<file path="config.mk">
export PLATFORM = sky130hd
export DESIGN_NAME = tbd_dec_top
export DESIGN_NICKNAME = d
export VERILOG_FILES = /design/src/rtl/tbd_pkg.sv /design/src/rtl/tbd_cmp.sv /design/src/rtl/tbd_renorm_step.sv /design/src/rtl/tbd_skip_mux.sv /design/src/rtl/tbd_dec_top.sv
export SDC_FILE = /design/constraint.sdc
export NUM_CORES = 1
export LEC_CHECK = 0
export ABC_AREA = 1
export BUFFER_PORTS_ARGS = -buffer_cell sky130_fd_sc_hd__buf_2
export CORE_ASPECT_RATIO = 1.1
export CORE_MARGIN = 2
export CORE_UTILIZATION = 50
export DETAILED_ROUTE_END_ITERATION = 8
export PLACE_DENSITY_LB_ADDON = 0.08
export SLEW_MARGIN = 10
export SYNTH_ARGS = -nofsm -noshare
export SYNTH_HDL_FRONTEND = slang
export SYNTH_SLANG_ARGS = --single-unit
export TNS_END_PERCENT = 30
</file>
<file path="constraint.sdc">
create_clock -name clk -period 6.1 [get_ports clk]
set_clock_uncertainty 0.1 [all_clocks]
set_input_delay 0.305 -clock clk [delete_from_list [all_inputs] [get_ports clk]]
set_output_delay 0.305 -clock clk [all_outputs]
set_load 0.01 [all_outputs]
</file>
<file path="src/rtl/tbd_pkg.sv">
// Shared types for the terminal/bypass bin decoder.
// Assumes: one request in flight at a time.
package tbd_pkg;
    typedef enum logic [1:0] {
        ST_IDLE   = 2'd0,
        ST_BYPBIT = 2'd1,
        ST_RENORM = 2'd2,
        ST_EMIT   = 2'd3
    } tbd_state_e;

    localparam logic MODE_BYPASS = 1'b0;
    localparam logic MODE_TERM   = 1'b1;
endpackage

</file>
<file path="src/rtl/tbd_cmp.sv">
// Shared magnitude comparator and subtractor.
// Compares a (wide) against b (narrow, zero-extended) and gives a-b.
// Assumes: the caller ignores diff when ge is low.
module tbd_cmp #(
    parameter int A_W = 10,
    parameter int B_W = 9
) (
    input  logic [A_W-1:0] a,
    input  logic [B_W-1:0] b,
    output logic           ge,
    output logic [A_W-1:0] diff
);
    localparam int PAD_W = A_W - B_W;

    logic [A_W-1:0] b_ext;

    // Widen b to the compare width.
    always_comb begin
        b_ext = {{PAD_W{1'b0}}, b};
    end

    // One comparison and the matching difference.
    always_comb begin
        ge   = (a >= b_ext);
        diff = a - b_ext;
    end
endmodule

</file>
<file path="src/rtl/tbd_renorm_step.sv">
// One renormalization step: the range doubles and the offset shifts
// left, taking the next stream bit as its LSB.
// Assumes: the offset MSB is zero whenever a step is applied.
module tbd_renorm_step #(
    parameter int RANGE_W = 9,
    parameter int OFFS_W  = 10
) (
    input  logic [RANGE_W-1:0] range_in,
    input  logic [OFFS_W-1:0]  offs_in,
    input  logic               stream_bit,
    output logic [RANGE_W-1:0] range_out,
    output logic [OFFS_W-1:0]  offs_out,
    output logic               norm_done
);
    // Shift both state values by one position.
    always_comb begin
        range_out = {range_in[RANGE_W-2:0], 1'b0};
        offs_out  = {offs_in[OFFS_W-2:0], stream_bit};
        norm_done = range_out[RANGE_W-1];
    end
endmodule

</file>
<file path="src/rtl/tbd_skip_mux.sv">
// 2:1 selector between the decision value and the renormalized value.
// Assumes: take_pre is high whenever renormalization is passed over.
module tbd_skip_mux #(
    parameter int W = 9
) (
    input  logic         take_pre,
    input  logic [W-1:0] pre_val,
    input  logic [W-1:0] ren_val,
    output logic [W-1:0] y
);
    // Choose the source for the next register value.
    always_comb begin
        y = take_pre ? pre_val : ren_val;
    end
endmodule

</file>
<file path="src/rtl/tbd_dec_top.sv">
// Terminal/bypass bin decoder: holds range and offset, decodes one bin per
// request, and renormalizes from a serial stream with ready/valid stalls.
// Assumes: init values are normalized (range MSB set, offset < range).
module tbd_dec_top
    import tbd_pkg::*;
#(
    parameter int RANGE_W   = 9,
    parameter int OFFS_W    = 10,
    parameter int TERM_DEC  = 2,
    parameter int RST_RANGE = 510
) (
    input  logic               clk,
    input  logic               rst_n,
    input  logic               init_valid,
    input  logic [RANGE_W-1:0] init_range,
    input  logic [OFFS_W-1:0]  init_offset,
    input  logic               req_valid,
    output logic               req_ready,
    input  logic               req_mode,
    input  logic               bit_valid,
    output logic               bit_ready,
    input  logic               bit_data,
    output logic               bin_valid,
    output logic               bin_value,
    output logic [RANGE_W-1:0] cur_range,
    output logic [OFFS_W-1:0]  cur_offset
);
    localparam logic [RANGE_W-1:0] DEC_V   = RANGE_W'(TERM_DEC);
    localparam logic [RANGE_W-1:0] RST_V   = RANGE_W'(RST_RANGE);
    localparam int                 MSB     = RANGE_W - 1;

    tbd_state_e         state_q, state_d;
    logic [RANGE_W-1:0] range_q, term_range, pre_range, ren_range, nxt_range;
    logic [OFFS_W-1:0]  offs_q, byp_offs, pre_offs, ren_offs, nxt_offs;
    logic [OFFS_W-1:0]  cmp_a, cmp_diff;
    logic [RANGE_W-1:0] cmp_b;
    logic               cmp_ge, bin_q, ren_done;
    logic               req_fire, bit_fire, in_byp, in_ren, skip_renorm;

    // Handshake decode.
    always_comb begin
        req_ready = (state_q == ST_IDLE) && !init_valid;
        bit_ready = (state_q == ST_BYPBIT) || (state_q == ST_RENORM);
        req_fire  = req_valid && req_ready;
        bit_fire  = bit_valid && bit_ready;
        in_byp    = (state_q == ST_BYPBIT);
        in_ren    = (state_q == ST_RENORM);
    end

    // Operand steering into the shared comparator.
    always_comb begin
        term_range = range_q - DEC_V;
        byp_offs   = {offs_q[OFFS_W-2:0], bit_data};
        cmp_a      = in_byp ? byp_offs : offs_q;
        cmp_b      = in_byp ? range_q : term_range;
    end

    tbd_cmp #(.A_W(OFFS_W), .B_W(RANGE_W)) u_cmp (
        .a    (cmp_a),
        .b    (cmp_b),
        .ge   (cmp_ge),
        .diff (cmp_diff)
    );

    // Decision values and the skip-renormalization control.
    always_comb begin
        skip_renorm = in_byp ||
                      ((state_q == ST_IDLE) && (req_mode == MODE_TERM) && cmp_ge);
        pre_range   = in_byp ? range_q : term_range;
        pre_offs    = in_byp ? (cmp_ge ? cmp_diff : byp_offs) : offs_q;
    end

    tbd_renorm_step #(.RANGE_W(RANGE_W), .OFFS_W(OFFS_W)) u_renorm (
        .range_in   (range_q),
        .offs_in    (offs_q),
        .stream_bit (bit_data),
        .range_out  (ren_range),
        .offs_out   (ren_offs),
        .norm_done  (ren_done)
    );

    tbd_skip_mux #(.W(RANGE_W)) u_mux_range (
        .take_pre (!in_ren),
        .pre_val  (pre_range),
        .ren_val  (ren_range),
        .y        (nxt_range)
    );

    tbd_skip_mux #(.W(OFFS_W)) u_mux_offs (
        .take_pre (!in_ren),
        .pre_val  (pre_offs),
        .ren_val  (ren_offs),
        .y        (nxt_offs)
    );

    // Next-state logic of the request sequencer.
    always_comb begin
        state_d = state_q;
        unique case (state_q)
            ST_IDLE: begin
                if (req_fire) begin
                    if (req_mode == MODE_BYPASS) begin
                        state_d = ST_BYPBIT;
                    end else if (skip_renorm || term_range[MSB]) begin
                        state_d = ST_EMIT;
                    end else begin
                        state_d = ST_RENORM;
                    end
                end
            end
            ST_BYPBIT: if (bit_fire) state_d = ST_EMIT;
            ST_RENORM: if (bit_fire && ren_done) state_d = ST_EMIT;
            ST_EMIT:   state_d = ST_IDLE;
            default:   state_d = ST_IDLE;
        endcase
    end

    // State register.
    always_ff @(posedge clk) begin
        if (!rst_n) state_q <= ST_IDLE;
        else        state_q <= state_d;
    end

    // Range, offset and bin registers.
    always_ff @(posedge clk) begin
        if (!rst_n) begin
            range_q <= RST_V;
            offs_q  <= '0;
            bin_q   <= 1'b0;
        end else begin
            unique case (state_q)
                ST_IDLE: begin
                    if (init_valid) begin
                        range_q <= init_range;
                        offs_q  <= init_offset;
                    end else if (req_fire && (req_mode == MODE_TERM)) begin
                        range_q <= nxt_range;
                        offs_q  <= nxt_offs;
                        bin_q   <= cmp_ge;
                    end
                end
                ST_BYPBIT: begin
                    if (bit_fire) begin
                        range_q <= nxt_range;
                        offs_q  <= nxt_offs;
                        bin_q   <= cmp_ge;
                    end
                end
                ST_RENORM: begin
                    if (bit_fire) begin
                        range_q <= nxt_range;
                        offs_q  <= nxt_offs;
                    end
                end
                default: begin
                    range_q <= range_q;
                end
            endcase
        end
    end

    // Output drive.
    always_comb begin
        bin_valid  = (state_q == ST_EMIT);
        bin_value  = bin_q;
        cur_range  = range_q;
        cur_offset = offs_q;
    end

    AST_PULSE_ONCE: assert property (@(posedge clk) disable iff (!rst_n) bin_valid |=> !bin_valid);
    AST_BYP_RANGE_KEPT: assert property (@(posedge clk) disable iff (!rst_n) in_byp |=> $stable(range_q));
    AST_STALL_HOLD: assert property (@(posedge clk) disable iff (!rst_n) (bit_ready && !bit_valid) |=> ($stable(range_q) && $stable(offs_q) && $stable(state_q)));
    AST_NO_BIT_IDLE: assert property (@(posedge clk) disable iff (!rst_n) req_ready |-> !bit_ready);
    AST_TERM_ONE_NOW: assert property (@(posedge clk) disable iff (!rst_n) (req_fire && (req_mode == MODE_TERM) && skip_renorm) |=> (bin_valid && bin_value));
    AST_RENORM_DOUBLE: assert property (@(posedge clk) disable iff (!rst_n) (in_ren && bit_fire) |=> (range_q == {$past(range_q[RANGE_W-2:0]), 1'b0}));
endmodule

</file>
== Word level (Yosys, flattened, before mapping) ==
Cells that the tools add are included.

* Output and inout port bits: 23
* Register bits: 22
* Word-level logic and storage cells: 59
* Input bits: 26

* Equality and inequality tests: 10
* Multiplexer cells: 24
* Reductions and logical operators: 18
* $lt $le $gt $ge: 1
* Add/sub/neg operators: 2

{| class="wikitable"
|+ Operators by type and width
! operator !! count
|-
| two-way mux 10 bit || 7
|-
| two-way mux 9 bit || 5
|-
| one-hot mux 10 bit (2 select lines) || 1
|-
| one-hot mux 9 bit (2 select lines) || 1
|-
| greater-or-equal comparator 10 x 9 -> 1 bit || 1
|-
| subtractor 10 x 9 -> 10 bit || 1
|-
| subtractor 9 x 2 -> 9 bit (second input constant) || 1
|-
| two-way mux 2 bit || 4
|-
| one-hot mux 2 bit (4 select lines) || 1
|-
| logical AND 1 bit || 7
|-
| != test 2 x 1 -> 1 bit (second input constant) || 3
|-
| != test 2 bit (second input constant) || 3
|-
| AND reduction 3 bit || 2
|-
| equality test 2 bit (second input constant) || 2
|-
| two-way mux 1 bit || 4
|-
| AND reduction 4 bit || 1
|-
| nonzero test 2 bit || 2
|-
| logical OR 1 bit || 3
|-
| != test 3 x 2 -> 1 bit (second input constant) || 1
|-
| equality test 2 x 1 -> 1 bit (second input constant) || 1
|-
| zero test 2 bit || 1
|-
| one-hot mux 1 bit (2 select lines) || 1
|-
| OR reduction 2 bit || 1
|-
| zero test 1 bit || 1
|}

== Logic depth before layout (Yosys ltp) ==
* Word-level depth: 10
* Mapped depth: 26
* Gate-level depth less buffers: 26

== By module ==
Synthesis repeated with hierarchy kept, for this count alone.

* Cell total of the unflattened synthesis: 459
* Area total of the unflattened synthesis: 2635.0 um^2

{| class="wikitable"
|+ Modules (own cells, without submodules)
! module !! sequential area each (um^2) !! cells each !! times used !! area each (um^2)
|-
| tbd_dec_top || 440.4 || 271 || 1 || 1671.6
|-
| tbd_cmp || 0.0 || 106 || 1 || 565.5
|-
| tbd_renorm_step || 0.0 || 21 || 1 || 153.9
|-
| tbd_skip_mux (u_mux_offs) || 0.0 || 32 || 1 || 127.6
|-
| tbd_skip_mux (u_mux_range) || 0.0 || 29 || 1 || 116.4
|}

== Least setup slack after synthesis ==
Ideal clock, no wire load.

* Path kind: flip-flop to flip-flop
* Start: register state_q[1]
* End: register offs_q[6] (netlist: cur_offset[6])
* Setup slack: 3.005 ns
* Data required time: 5.864 ns
* Period minus slack after synthesis: 3.095 ns
* Setup time: 0.136 ns
* Buffers on the path: 3
* Cell stages (with the launch flop): 23
* Arrival time: 2.858 ns
* Cells stage by stage: dfxtp_1 -> inv_1 -> ha_1 -> inv_2 -> buf_6 -> clkbuf_1 -> o21ai_0 -> fa_1 -> nand3_1 -> nand2_1 -> nand3_1 -> nand2_1 -> nand4_2 -> nand3_2 -> nand2_4 -> nand2_4 -> buf_6 -> nand2_1 -> o211ai_2 -> nand2_1 -> nand2_1 -> nand2_1 -> a21oi_2

* Word-level cells in the longest chain between the ends: 9
* Elaborated cells on any way between the ends: 24
* Those cells by class: add/sub (1); order compare (1); eq/ne (4); mux (9); reduce/logical (9)

{| class="wikitable"
|+ Ends and longest elaborated chain
! what !! line !! source
|-
| from (decl) || tbd_dec_top.sv:32 || <nowiki>tbd_state_e state_q, state_d;</nowiki>
|-
| from (signal assigned) || tbd_dec_top.sv:121 || <nowiki>else state_q <= state_d;</nowiki>
|-
| equality test 2 x 1 -> 1 bit || tbd_dec_top.sv:43, tbd_dec_top.sv:46, tbd_dec_top.sv:131 ||
|-
| two-way mux 10 bit or two-way mux 9 bit (tied branches) || tbd_dec_top.sv:54, tbd_dec_top.sv:55 ||
|-
| subtractor 10 x 9 -> 10 bit or greater-or-equal comparator 10 x 9 -> 1 bit (tied branches) || tbd_cmp.sv:25, tbd_cmp.sv:24 ||
|-
| two-way mux 10 bit (2 in series) || tbd_dec_top.sv:70 || <nowiki>pre_offs = in_byp ? (cmp_ge ? cmp_diff : byp_offs) : offs_q;</nowiki>
|-
| two-way mux 10 bit || tbd_skip_mux.sv:13 || <nowiki>y = take_pre ? pre_val : ren_val;</nowiki>
|-
| two-way mux 10 bit || tbd_dec_top.sv:136 || <nowiki>end else if (req_fire && (req_mode == MODE_TERM)) begin</nowiki>
|-
| two-way mux 10 bit || tbd_dec_top.sv:133 || <nowiki>if (init_valid) begin</nowiki>
|-
| one-hot mux 10 bit (2 select lines) || tbd_dec_top.sv:131 || <nowiki>unique case (state_q)</nowiki>
|-
| to (signal assigned) || tbd_dec_top.sv:135 || <nowiki>offs_q <= init_offset;</nowiki>
|-
| to (signal assigned) || tbd_dec_top.sv:138 || <nowiki>offs_q <= nxt_offs;</nowiki>
|-
| to (signal assigned) || tbd_dec_top.sv:145 || <nowiki>offs_q <= nxt_offs;</nowiki>
|-
| to (decl) || tbd_dec_top.sv:34 || <nowiki>logic [OFFS_W-1:0] offs_q, byp_offs, pre_offs, ren_offs, nxt_offs;</nowiki>
|}

Several ways; a longest one is shown, not always the timed one. The select of a mux whose other input is x is not followed.
A chain may end at the register's enable or synchronous reset.

== Final worst setup path ==
* Start: register state_q[1]
* End: register offs_q[2] (netlist: cur_offset[2])

Same word-level chain as after synthesis.

==> results_dict.tcl <==
set metrics [dict create \
    status "complete, no violations" \
    die_area_um2 5180 \
    grt_setup_unrepaired "no" \
    die_height_um 75.3 \
    fin_worst_hold_slack_ns 0.191 \
    postCtsResizedCells 0 \
    min_period_over_period_pct 59.7 \
    seq_power_share_pct 18.0 \
    postRouteWirelength_mm 6.29 \
    post-route-min-period_ns 3.64 \
    postSynthRegisterBits 22 \
    pre_cts_slack_ns 2.51 \
    cp-start-kind "register" \
    post-route-worst-setup-slack_ns 2.46 \
    p_int_uw 704 \
    ys.warnings.count 0 \
    first_pass_grt_wire_length_mm 10.3 \
    number_of_h_tree_levels 1 \
    avgViaCountPerCell 5.37 \
    synth_top_cells_by_count "110 x nand2_1, 36 x a21oi_1, 35 x nor2_1" \
    seq_area_frac_synth_pct 19.1 \
    antenna_violating_nets_left 0 \
    cts_tree "yes" \
    postSynthNetCount 415 \
    synth.cell_area_um2 2310 \
    grt_start_max_net_pins 27 \
    power.density_nw_per_um2 620 \
    final_number_of_max_transition_violations 0 \
    antenna_cells_inserted 0 \
    drive_above_1_share_pct 20.3 \
    p_sw_share_pct 56.8 \
    pin_count 49 \
    route.vias.total 2511 \
    drc_errors 0 \
    drv.max_cap_violation_count 0 \
    async_reset_ff_share_pct 0 \
    globalRouteOverflowTotal 0 \
    clock-root-buffer "clkbuf_8" \
    grt_antenna_before_repair 0 \
    cts.sinks 22 \
    crit_arrival_ns 3.75 \
    tritoncts.num_buffers 3 \
    final_nets 454 \
    most_used_dff_post_synth "dfxtp_1" \
    drt-initial-drc-count 124 \
    timing_worst_setup_path_type "register to register" \
    io_buffers 48 \
    width_of_the_die_um 68.8 \
    dr.pass1.iters 5 \
    gr_util_all_layers_pct 26.2 \
    clock_insertion_delay_worst_skew_ns 0.28 \
    syn-instance-count 376 \
    post_synth_main_area_contributors "dfxtp_1 19%, nand2_1 18%, a21oi_1 7.8%, ha_1 6.5%, nand3_1 6.3%" \
    type_of_destination_of_the_critical_path "register" \
    initial_utilization_pct 52.8 \
    fp.coreArea_um2 4380 \
    power.static_leakage_nw 1.39 \
    synth_edf_count 0 \
    synth_area_per_cell_um2 6.15 \
    synthDominantCellAreaShare_pct 19.1 \
    place_hpwl_mm 4.71 \
    cts.clk_slew.worst_paths_ns 0.10 \
    floorplan.rows 25 \
    max_freq_mhz 275 \
    grt_pass1_vias 2259 \
    yosysMostFrequentCell "nand2_1" \
    finalWeightedCongestion 0.875 \
    critical_path_peak_fanout 23 \
    critPathRequiredTime_ns 6.21 \
    post_synth_num_cell_types 36 \
    design_power_total_mw 1.63 \
    clock_path_buffers 2 \
    final.setup.tns_ns 0 \
    timing.slew.headroom_pct 44.9 \
    synth_largest_area_cell "dfxtp_1" \
    worst_slew_pin_slew_ns 0.825 \
    final-setup-viol-count 0 \
    final-hold-violation-count 0 \
    p_sw_uw 924 \
    vdd_drop_max_mv 0.320 \
    syn2layout_area_growth_pct 13.6 \
    proportion_of_power_drawn_by_the_clock_network_pct 9.0 \
    routed_wire_length_per_instance_um 13.4 \
    post-cts-setup-buffers 0 \
    share_comb_of_total_power_pct 73.0 \
    ctsHoldBuffers 0 \
    min-delay-path-class "primary input to register" \
]
[worst max-delay path, stage by stage (launching register included)]
cell and delay (ns):
dfxtp_1 0.36, inv_1 0.08, ha_1 0.17, buf_4 0.21, inv_2 0.31, nand2_2 0.14, nor2_4 0.16, nand2_1 0.08
xor2_1 0.17, inv_1 0.06, ha_1 0.35, a21oi_1 0.17, nand2_1 0.12, nand4_2 0.14, nand3_2 0.10, nand2_4 0.10
nand2_4 0.13, inv_1 0.15, nand3_1 0.08, nand3_1 0.07, nand2_1 0.06, nand2_1 0.07, nand2_1 0.05, a21oi_2 0.11
[layout make-up]
| class | instances | area (µm²) |
|---|---|---|
| Inverter | 39 | 146 |
| Multi-Input combinational cell | 298 | 1640 |
| Tap cell | 54 | 67.6 |
| Clock inverter | 1 | 30.0 |
| Fill cell | 443 | 1750 |
| Sequential cell | 22 | 440 |
| Timing Repair Buffer | 51 | 263 |
| Clock buffer | 3 | 41.3 |
[state kept, by name, summed over array words and instances (netlist names)]
register	cells
cur_range	9
bin_value	1
cur_offset	10
state_q	2
[metal layers]
layer,global-route usage [%],wire [µm]
met1,35.3,2930
met5,0,0
met4,8.06,106
met3,3.55,336
met2,43.4,2920
[kinds of logic after synthesis]
kind of cell             synth area share, %
flip-flops                              19.1
buffers and inverters                   10.1
AND/OR/NAND/NOR                         37.6
XOR/XNOR                                2.65
AO/OA/AOI/OAI                           23.2
adder cells (fa/ha/maj)                 7.36
[power groups by stage]
stage | Combinational [mW] | Clock (mW) | Sequential [mW]
after floorplan | 0.906 | 0 | 0.301
after global placement | 1.17 | 0 | 0.293
after detailed placement | 1.18 | 0 | 0.294
after CTS | 1.19 | 0.149 | 0.291
after global routing | 1.35 | 0.152 | 0.303
final | 1.19 | 0.146 | 0.293
[cells in the final DEF (no fill, tap or decap), types with 5 or more instances in the layout]
master / n
inv_2: 6
a21oi_1: 36
o211ai_1: 5
buf_2: 48
nor2_1: 35
nand2_1: 110
nand3_1: 29
inv_1: 33
dfxtp_1: 22
ha_1: 12
o21ai_0: 23
a21oi_2: 5
nand2_4: 5
xor2_1: 7
[worst paths after layout]
kind / start / end / slack (ns) / cells after the start
hold reg to reg: cur_offset[9]$_SDFFE_PN0P_ / cur_offset[9]$_SDFFE_PN0P_ / 0.39 / 2
setup / recovery: state_q[1]$_SDFFE_PN0P_ / cur_offset[2]$_SDFFE_PN0P_ / 2.46 / 23
hold / removal: init_range[0] / cur_range[0]$_SDFFE_PN0P_ / 0.19 / 3
setup reg to reg: state_q[1]$_SDFFE_PN0P_ / cur_offset[2]$_SDFFE_PN0P_ / 2.46 / 23
[stage by stage]
stage / std cells / util, % / cell area (µm²)
floorplan: 376 / - / 2310
global route: 468 / 60.0 / 2630
finish: 468 / 60.0 / 2630
global placement: 464 / 58.3 / 2550
CTS: 468 / 60.0 / 2630
detailed placement: 464 / 58.3 / 2550
Power figures use the tool's default switching activity.
